### src/rtl/featDiscPkg.sv
package featDiscPkg;
  localparam int WORD_W = 32;
  localparam int ENTRY_W = 24;          // {type[7:0], vid[15:0]}
  localparam logic [15:0] DISC_VID = 16'h0001;
  localparam logic [7:0] DISC_TYPE = 8'h00;
  localparam logic [17:0] RSP_LEN = 18'd3;

  typedef struct packed {
    logic capHdr;      // keep vendor/type of the first request dword
    logic capIdx;      // keep the index of the third request dword
    logic [1:0] txSel; // which response dword to present
  } dpStrobe_t;
endpackage

### src/rtl/featDiscCtrl.sv
module featDiscCtrl
  import featDiscPkg::*;
(
  input  logic clk,
  input  logic rstN,
  input  logic reqValid,
  input  logic reqLast,
  input  logic rspReady,
  input  logic isDisc,
  input  logic inTable,
  output logic reqReady,
  output logic rspValid,
  output logic rspLast,
  output logic errFlag,
  output dpStrobe_t strobe
);
  typedef enum logic [1:0] {RECV, EVAL, SEND} state_t;

  state_t state;
  logic [1:0] wordCnt;
  logic [1:0] sel;

  always_ff @(posedge clk) begin
    if (!rstN) begin
      state <= RECV;
      wordCnt <= '0;
      sel <= '0;
      errFlag <= 1'b0;
    end else begin
      errFlag <= 1'b0;
      case (state)
        RECV: if (reqValid) begin
          if (wordCnt != 2'd3) wordCnt <= wordCnt + 2'd1;
          if (reqLast) begin
            state <= EVAL;
            wordCnt <= '0;
          end
        end
        EVAL: begin
          if (isDisc) begin
            state <= SEND;
            sel <= '0;
          end else begin
            errFlag <= !inTable;
            state <= RECV;
          end
        end
        SEND: if (rspReady) begin
          if (sel == 2'd2) state <= RECV;
          else sel <= sel + 2'd1;
        end
        default: state <= RECV;
      endcase
    end
  end

  always_comb begin
    strobe.capHdr = (state == RECV) && reqValid && (wordCnt == 2'd0);
    strobe.capIdx = (state == RECV) && reqValid && (wordCnt == 2'd2);
    strobe.txSel = sel;
  end

  assign reqReady = (state == RECV);
  assign rspValid = (state == SEND);
  assign rspLast = (state == SEND) && (sel == 2'd2);
endmodule

### src/rtl/featDiscDatapath.sv
module featDiscDatapath
  import featDiscPkg::*;
#(
  parameter int NUM_ENTRIES = 4,
  parameter logic [NUM_ENTRIES*ENTRY_W-1:0] FEAT_TABLE = '0
) (
  input  logic clk,
  input  logic rstN,
  input  logic [WORD_W-1:0] reqData,
  input  dpStrobe_t strobe,
  output logic isDisc,
  output logic inTable,
  output logic [WORD_W-1:0] rspData
);
  localparam logic [7:0] LAST_IDX = 8'(NUM_ENTRIES - 1);

  logic [15:0] hdrVid;
  logic [7:0] hdrType;
  logic [7:0] reqIdx;
  logic [ENTRY_W-1:0] entryArr [NUM_ENTRIES];
  logic [NUM_ENTRIES-1:0] hitVec;
  logic [7:0] effIdx;
  logic [7:0] nextIdx;
  logic [ENTRY_W-1:0] selEntry;

  always_ff @(posedge clk) begin
    if (!rstN) begin
      hdrVid <= '0;
      hdrType <= '0;
      reqIdx <= '0;
    end else begin
      if (strobe.capHdr) begin
        hdrVid <= reqData[15:0];
        hdrType <= reqData[23:16];
        reqIdx <= '0;
      end
      if (strobe.capIdx) reqIdx <= reqData[7:0];
    end
  end

  for (genvar g = 0; g < NUM_ENTRIES; g++) begin : gEntry
    assign entryArr[g] = FEAT_TABLE[g*ENTRY_W +: ENTRY_W];
    assign hitVec[g] = (entryArr[g] == {hdrType, hdrVid});
  end

  assign inTable = |hitVec;
  assign isDisc = (hdrVid == DISC_VID) && (hdrType == DISC_TYPE);
  assign effIdx = (reqIdx > LAST_IDX) ? LAST_IDX : reqIdx;
  assign nextIdx = (reqIdx >= LAST_IDX) ? 8'd0 : reqIdx + 8'd1;

  always_comb begin
    selEntry = '0;
    for (int i = 0; i < NUM_ENTRIES; i++)
      if (effIdx == 8'(i)) selEntry = entryArr[i];
  end

  always_comb begin
    case (strobe.txSel)
      2'd0: rspData = {8'h00, hdrType, hdrVid};
      2'd1: rspData = {14'h0, RSP_LEN};
      default: rspData = {nextIdx, selEntry};
    endcase
  end
endmodule

### src/rtl/featDiscResponder.sv
module featDiscResponder
  import featDiscPkg::*;
#(
  parameter int NUM_ENTRIES = 4,
  parameter logic [NUM_ENTRIES*ENTRY_W-1:0] FEAT_TABLE =
    {24'h03_1E98, 24'h02_0001, 24'h01_0001, 24'h00_0001}
) (
  input  logic clk,
  input  logic rstN,
  input  logic reqValid,
  output logic reqReady,
  input  logic [31:0] reqData,
  input  logic reqLast,
  output logic rspValid,
  input  logic rspReady,
  output logic [31:0] rspData,
  output logic rspLast,
  output logic errFlag
);
  dpStrobe_t strobe;
  logic isDisc;
  logic inTable;

  featDiscCtrl ctrl (
    .clk(clk), .rstN(rstN), .reqValid(reqValid), .reqLast(reqLast),
    .rspReady(rspReady), .isDisc(isDisc), .inTable(inTable),
    .reqReady(reqReady), .rspValid(rspValid), .rspLast(rspLast),
    .errFlag(errFlag), .strobe(strobe)
  );

  featDiscDatapath #(.NUM_ENTRIES(NUM_ENTRIES), .FEAT_TABLE(FEAT_TABLE)) dp (
    .clk(clk), .rstN(rstN), .reqData(reqData), .strobe(strobe),
    .isDisc(isDisc), .inTable(inTable), .rspData(rspData)
  );
endmodule

### config.mk
export PLATFORM = sky130hd
export DESIGN_NAME = featDiscResponder
export DESIGN_NICKNAME = d
export VERILOG_FILES = /design/src/rtl/featDiscPkg.sv /design/src/rtl/featDiscCtrl.sv /design/src/rtl/featDiscDatapath.sv /design/src/rtl/featDiscResponder.sv
export SDC_FILE = /design/constraint.sdc
export NUM_CORES = 1
export LEC_CHECK = 0
export ABC_AREA = 1
export BUFFER_PORTS_ARGS = -buffer_cell sky130_fd_sc_hd__buf_2
export CAP_MARGIN = 0
export CELL_PAD_IN_SITES_DETAIL_PLACEMENT = 1
export CELL_PAD_IN_SITES_GLOBAL_PLACEMENT = 1
export CORE_UTILIZATION = 35
export CTS_BUF_LIST = sky130_fd_sc_hd__clkbuf_8
export CTS_CLUSTER_DIAMETER = 120
export DETAILED_ROUTE_END_ITERATION = 10
export PLACE_DENSITY_LB_ADDON = 0.2
export REMOVE_ABC_BUFFERS = 1
export SLEW_MARGIN = 0
export SYNTH_ARGS = -nofsm -noshare
export SYNTH_HDL_FRONTEND = slang
export SYNTH_SLANG_ARGS = --single-unit
### constraint.sdc
create_clock -name clk -period 1.5 [get_ports clk]
set_input_delay 0.075 -clock clk [delete_from_list [all_inputs] [get_ports clk]]
set_output_delay 0.075 -clock clk [all_outputs]
set_load 0.05 [all_outputs]
==> results by group <==
Final layout
  – Multi-input logic area: 1050 um^2
  – Antenna diodes: 0
  – Layout area overhead: 40.3%
  – Sequential Area: 786 um^2
  – Most common cell after layout, fill and taps aside: nand2_1
  – Nets: 406
  – Fraction of layout cells with a size suffix above 1: 0.325
  – Commonest cells after routing, fill and taps aside: 44 x nand2_1, 40 x inv_1, 37 x a21oi_1
  – FILL cells: 735

STA
  – Period minus WS final: 1.67 ns
  – Max-slew violation count: 0
  – Setup-failing EPs final: 13
  – PnR worst setup slack: -0.174 ns
  – Fmax: 597 MHz
  – RSZ-0062 raised after global routing: yes
  – Fin. Hold Viols: 0
  – Worst hold margin: 0.0409 ns
  – Crit share post-route: 1.12
  – Clock skew: 0.00361 ns

Global route
  – Global Route Usage Sum: 0.214
  – Vias in the first global route: 2201
  – GR Overflow Total: 0
  – Largest net degree at the start of global routing: 26
  – Global-route wire length before repair: 9.99 mm
  – Initial antenna violation count: 0

Setup path
  – Worst stage delay on the critical path: 0.36 ns
  – Largest delay share family, worst path: buffers and inverters
  – Levels on crit path: 8
  – Critical path, cell by cell: inv_4 -> ha_2 -> nor2_4 -> buf_6 -> inv_2 -> nor2_2 -> and3_4 -> buf_8
  – WP buf/inv: 4
  – Worst Path Arrival: 1.60 ns
  – CP Launch Type: flip-flop
  – Crit path max fanout: 5
  – Worst reg2reg startpoint: ctrl.wordCnt[0]
  – R2R depth: 6
  – Worst r2r dst: dp.reqIdx[2]
  – CP max stage cell: dfxtp_2
  – CP Data Required Time: 1.42 ns
  – Internal reg-to-reg setup slack: 0.13 ns
  – Crit Path Class: flip-flop to primary output
  – CP endpoint kind: primary output

CTS
  – TritonCTS clock tree: built
  – Clock buffer depth: 2
  – Worst-path clk slew: 0.08 ns
  – Clock Latency Late Sink: 0.30 ns
  – Sink Count: 39
  – Htree depth: 2
  – CTS buffer count: 5
  – CTS Root Cell: clkbuf_8

Floorplanning
  – Core ar.: 5510 um^2
  – Full die area: 6050 um^2
  – Site Rows: 27
  – Die Span X: 77.8 um
  – Initial Utilization: 0.365
  – Boundary pin count: 73
  – Height of the die: 77.8 um

Detailed routing
  – 1st-iter DRT viols: 36
  – First-pass iteration count of the detailed router: 4
  – Routed WL per cell: 13.7 um
  – DRC Markers: 0
  – Via/cell ratio: 4.84
  – Final WL: 5.96 mm
  – Vias: 2106
  – Post-DRT Antenna Nets: 0

Power
  – NetSw: 991 uW
  – Sw Ratio: 0.341
  – PD cells: 1030 nW/um^2
  – Power, Total: 2910 uW
  – Combinational power share: 0.285
  – Clock Power Share: 0.319
  – Leakage: 0.00134 uW
  – Worst vdd ir: 463 uV
  – Int Pwr: 1920 uW
  – Sequential share of power: 0.396

Synthesis
  – Yosys Warn Count: 0
  – Register area share after synthesis: 0.389
  – Yosys reg bits: 39
  – Mapped Cells: 293
  – Avg Synthesized Cell Area: 6.86 um^2
  – Cell Area, Synth: 2010 um^2
  – Yosys cell types: 24

Place
  – IO buf count: 58
  – Dpl hpwl: 4.29 mm
  – Routability cong.: 0.750

Flow run
  – Maxcap violations: 0

Worst hold path
  – Worst Hold Depth: 3
  – Hold Crit Endpoint: dp.hdrType[4]
  – HP Class: input port to flip-flop
  – Hold Startpoint: reqData[20]

Outcome
  – Failing checks: negative setup slack
  – Status: finished, violations left
[flip-flops by register name (all words and copies together) (netlist names)]
name	cells
dp.hdrType	8
dp.hdrVid	16
dp.reqIdx	8
ctrl.sel	2
ctrl.state	2
ctrl.wordCnt	2
ctrl.errFlag	1
[stage by stage]
stage	setup TNS, ns	instances	util	setup slack [ns]	area, um^2
final	-1.65	435	0.512	-0.174	2820
after CTS	-1.57	433	0.492	-0.172	2710
after global placement	0	422	0.436	0.0411	2400
after detailed placement	-0.0143	422	0.436	-0.00856	2400
after global routing	-3.02	435	0.512	-0.250	2820
after floorplan	-8.09	279	-	-0.746	1910
[what timing repair did]
action | 4_1_cts | 5_1_grt
hold buffers | 0 | 0
endpoints found under the setup margin | 27 | 26
buffers inserted | 2 | 4
resized for setup | 61 | 43
pin swaps | 6 | 7
cloned | 1 | 0
[cell usage after synthesis]
cell type / n / share of area
nand3_1: 29 / 0.072
nand3_2: 1 / 0.0050
o31a_1: 1 / 0.0044
nand2_2: 1 / 0.0031
inv_4: 1 / 0.0031
nor2_4: 1 / 0.0056
nand4_1: 1 / 0.0031
nor2_1: 23 / 0.043
nor3_1: 6 / 0.015
a21oi_1: 37 / 0.092
clkbuf_1: 6 / 0.011
nand2_1: 48 / 0.090
inv_1: 46 / 0.086
nand2_4: 1 / 0.0056
conb_1: 1 / 0.0019
dfxtp_1: 39 / 0.39
buf_4: 6 / 0.022
and3_1: 1 / 0.0031
buf_6: 2 / 0.011
ha_1: 7 / 0.044
a211oi_1: 2 / 0.0075
buf_2: 5 / 0.012
o21ai_0: 27 / 0.067
or2_1: 1 / 0.0031
[area by class of cell]
type	instances	share of cell area
Multi-Input combinational cell	193	0.374
Sequential cell	39	0.279
Timing Repair inverter	1	0.00266
Clock inverter	2	0.0124
Tap cell	72	0.0320
Clock buffer	6	0.0293
Inverter	47	0.0666
Timing Repair Buffer	75	0.205
[worst reg2reg max path, stage by stage, from the launching register on]
cell,delay (ns)
dfxtp_1,0.34
inv_1,0.09
ha_1,0.25
nand2_4,0.19
buf_12,0.19
nand3_1,0.09
a21oi_1,0.15
[power groups by stage]
stage	sequential [uW]	combinational, uW	clock (uW)
after global routing	1160	898	997
after global placement	1170	724	0
after detailed placement	1170	738	0
after floorplan	1160	510	0
after CTS	1150	805	946
final	1150	828	928
[metal layers]
layer | track usage | vias up | part of all wire
met5 | 0 | - | 0
met2 | 0.382 | 50 | 0.50
met4 | 0.115 | 0 | 0.028
met1 | 0.234 | 976 | 0.44
met3 | 0.0471 | 13 | 0.039
li1 | - | 1067 | -
[worst max-delay path by stage]
stage	slack (ns)	end	start
2_1_floorplan	-0.75	rspData[24]	ctrl.sel[0]
3_3_place_gp	0.04	rspData[11]	ctrl.sel[0]
3_5_place_dp	-0.009	rspData[11]	ctrl.sel[0]
4_1_cts	-0.17	rspData[25]	ctrl.sel[0]
5_1_grt	-0.25	rspData[11]	ctrl.sel[1]
6_report	-0.17	rspData[25]	ctrl.sel[1]
[logic make-up after synthesis]
family | after synthesis | synth area share
other | 1 | 0.00187
buffers and inverters | 66 | 0.146
DFF | 39 | 0.389
AOI/OAI and AO/OA | 67 | 0.171
adders and majority gates | 7 | 0.0436
and+or+nand+nor | 113 | 0.248
Note: power is estimated with default switching activity, not from simulation.
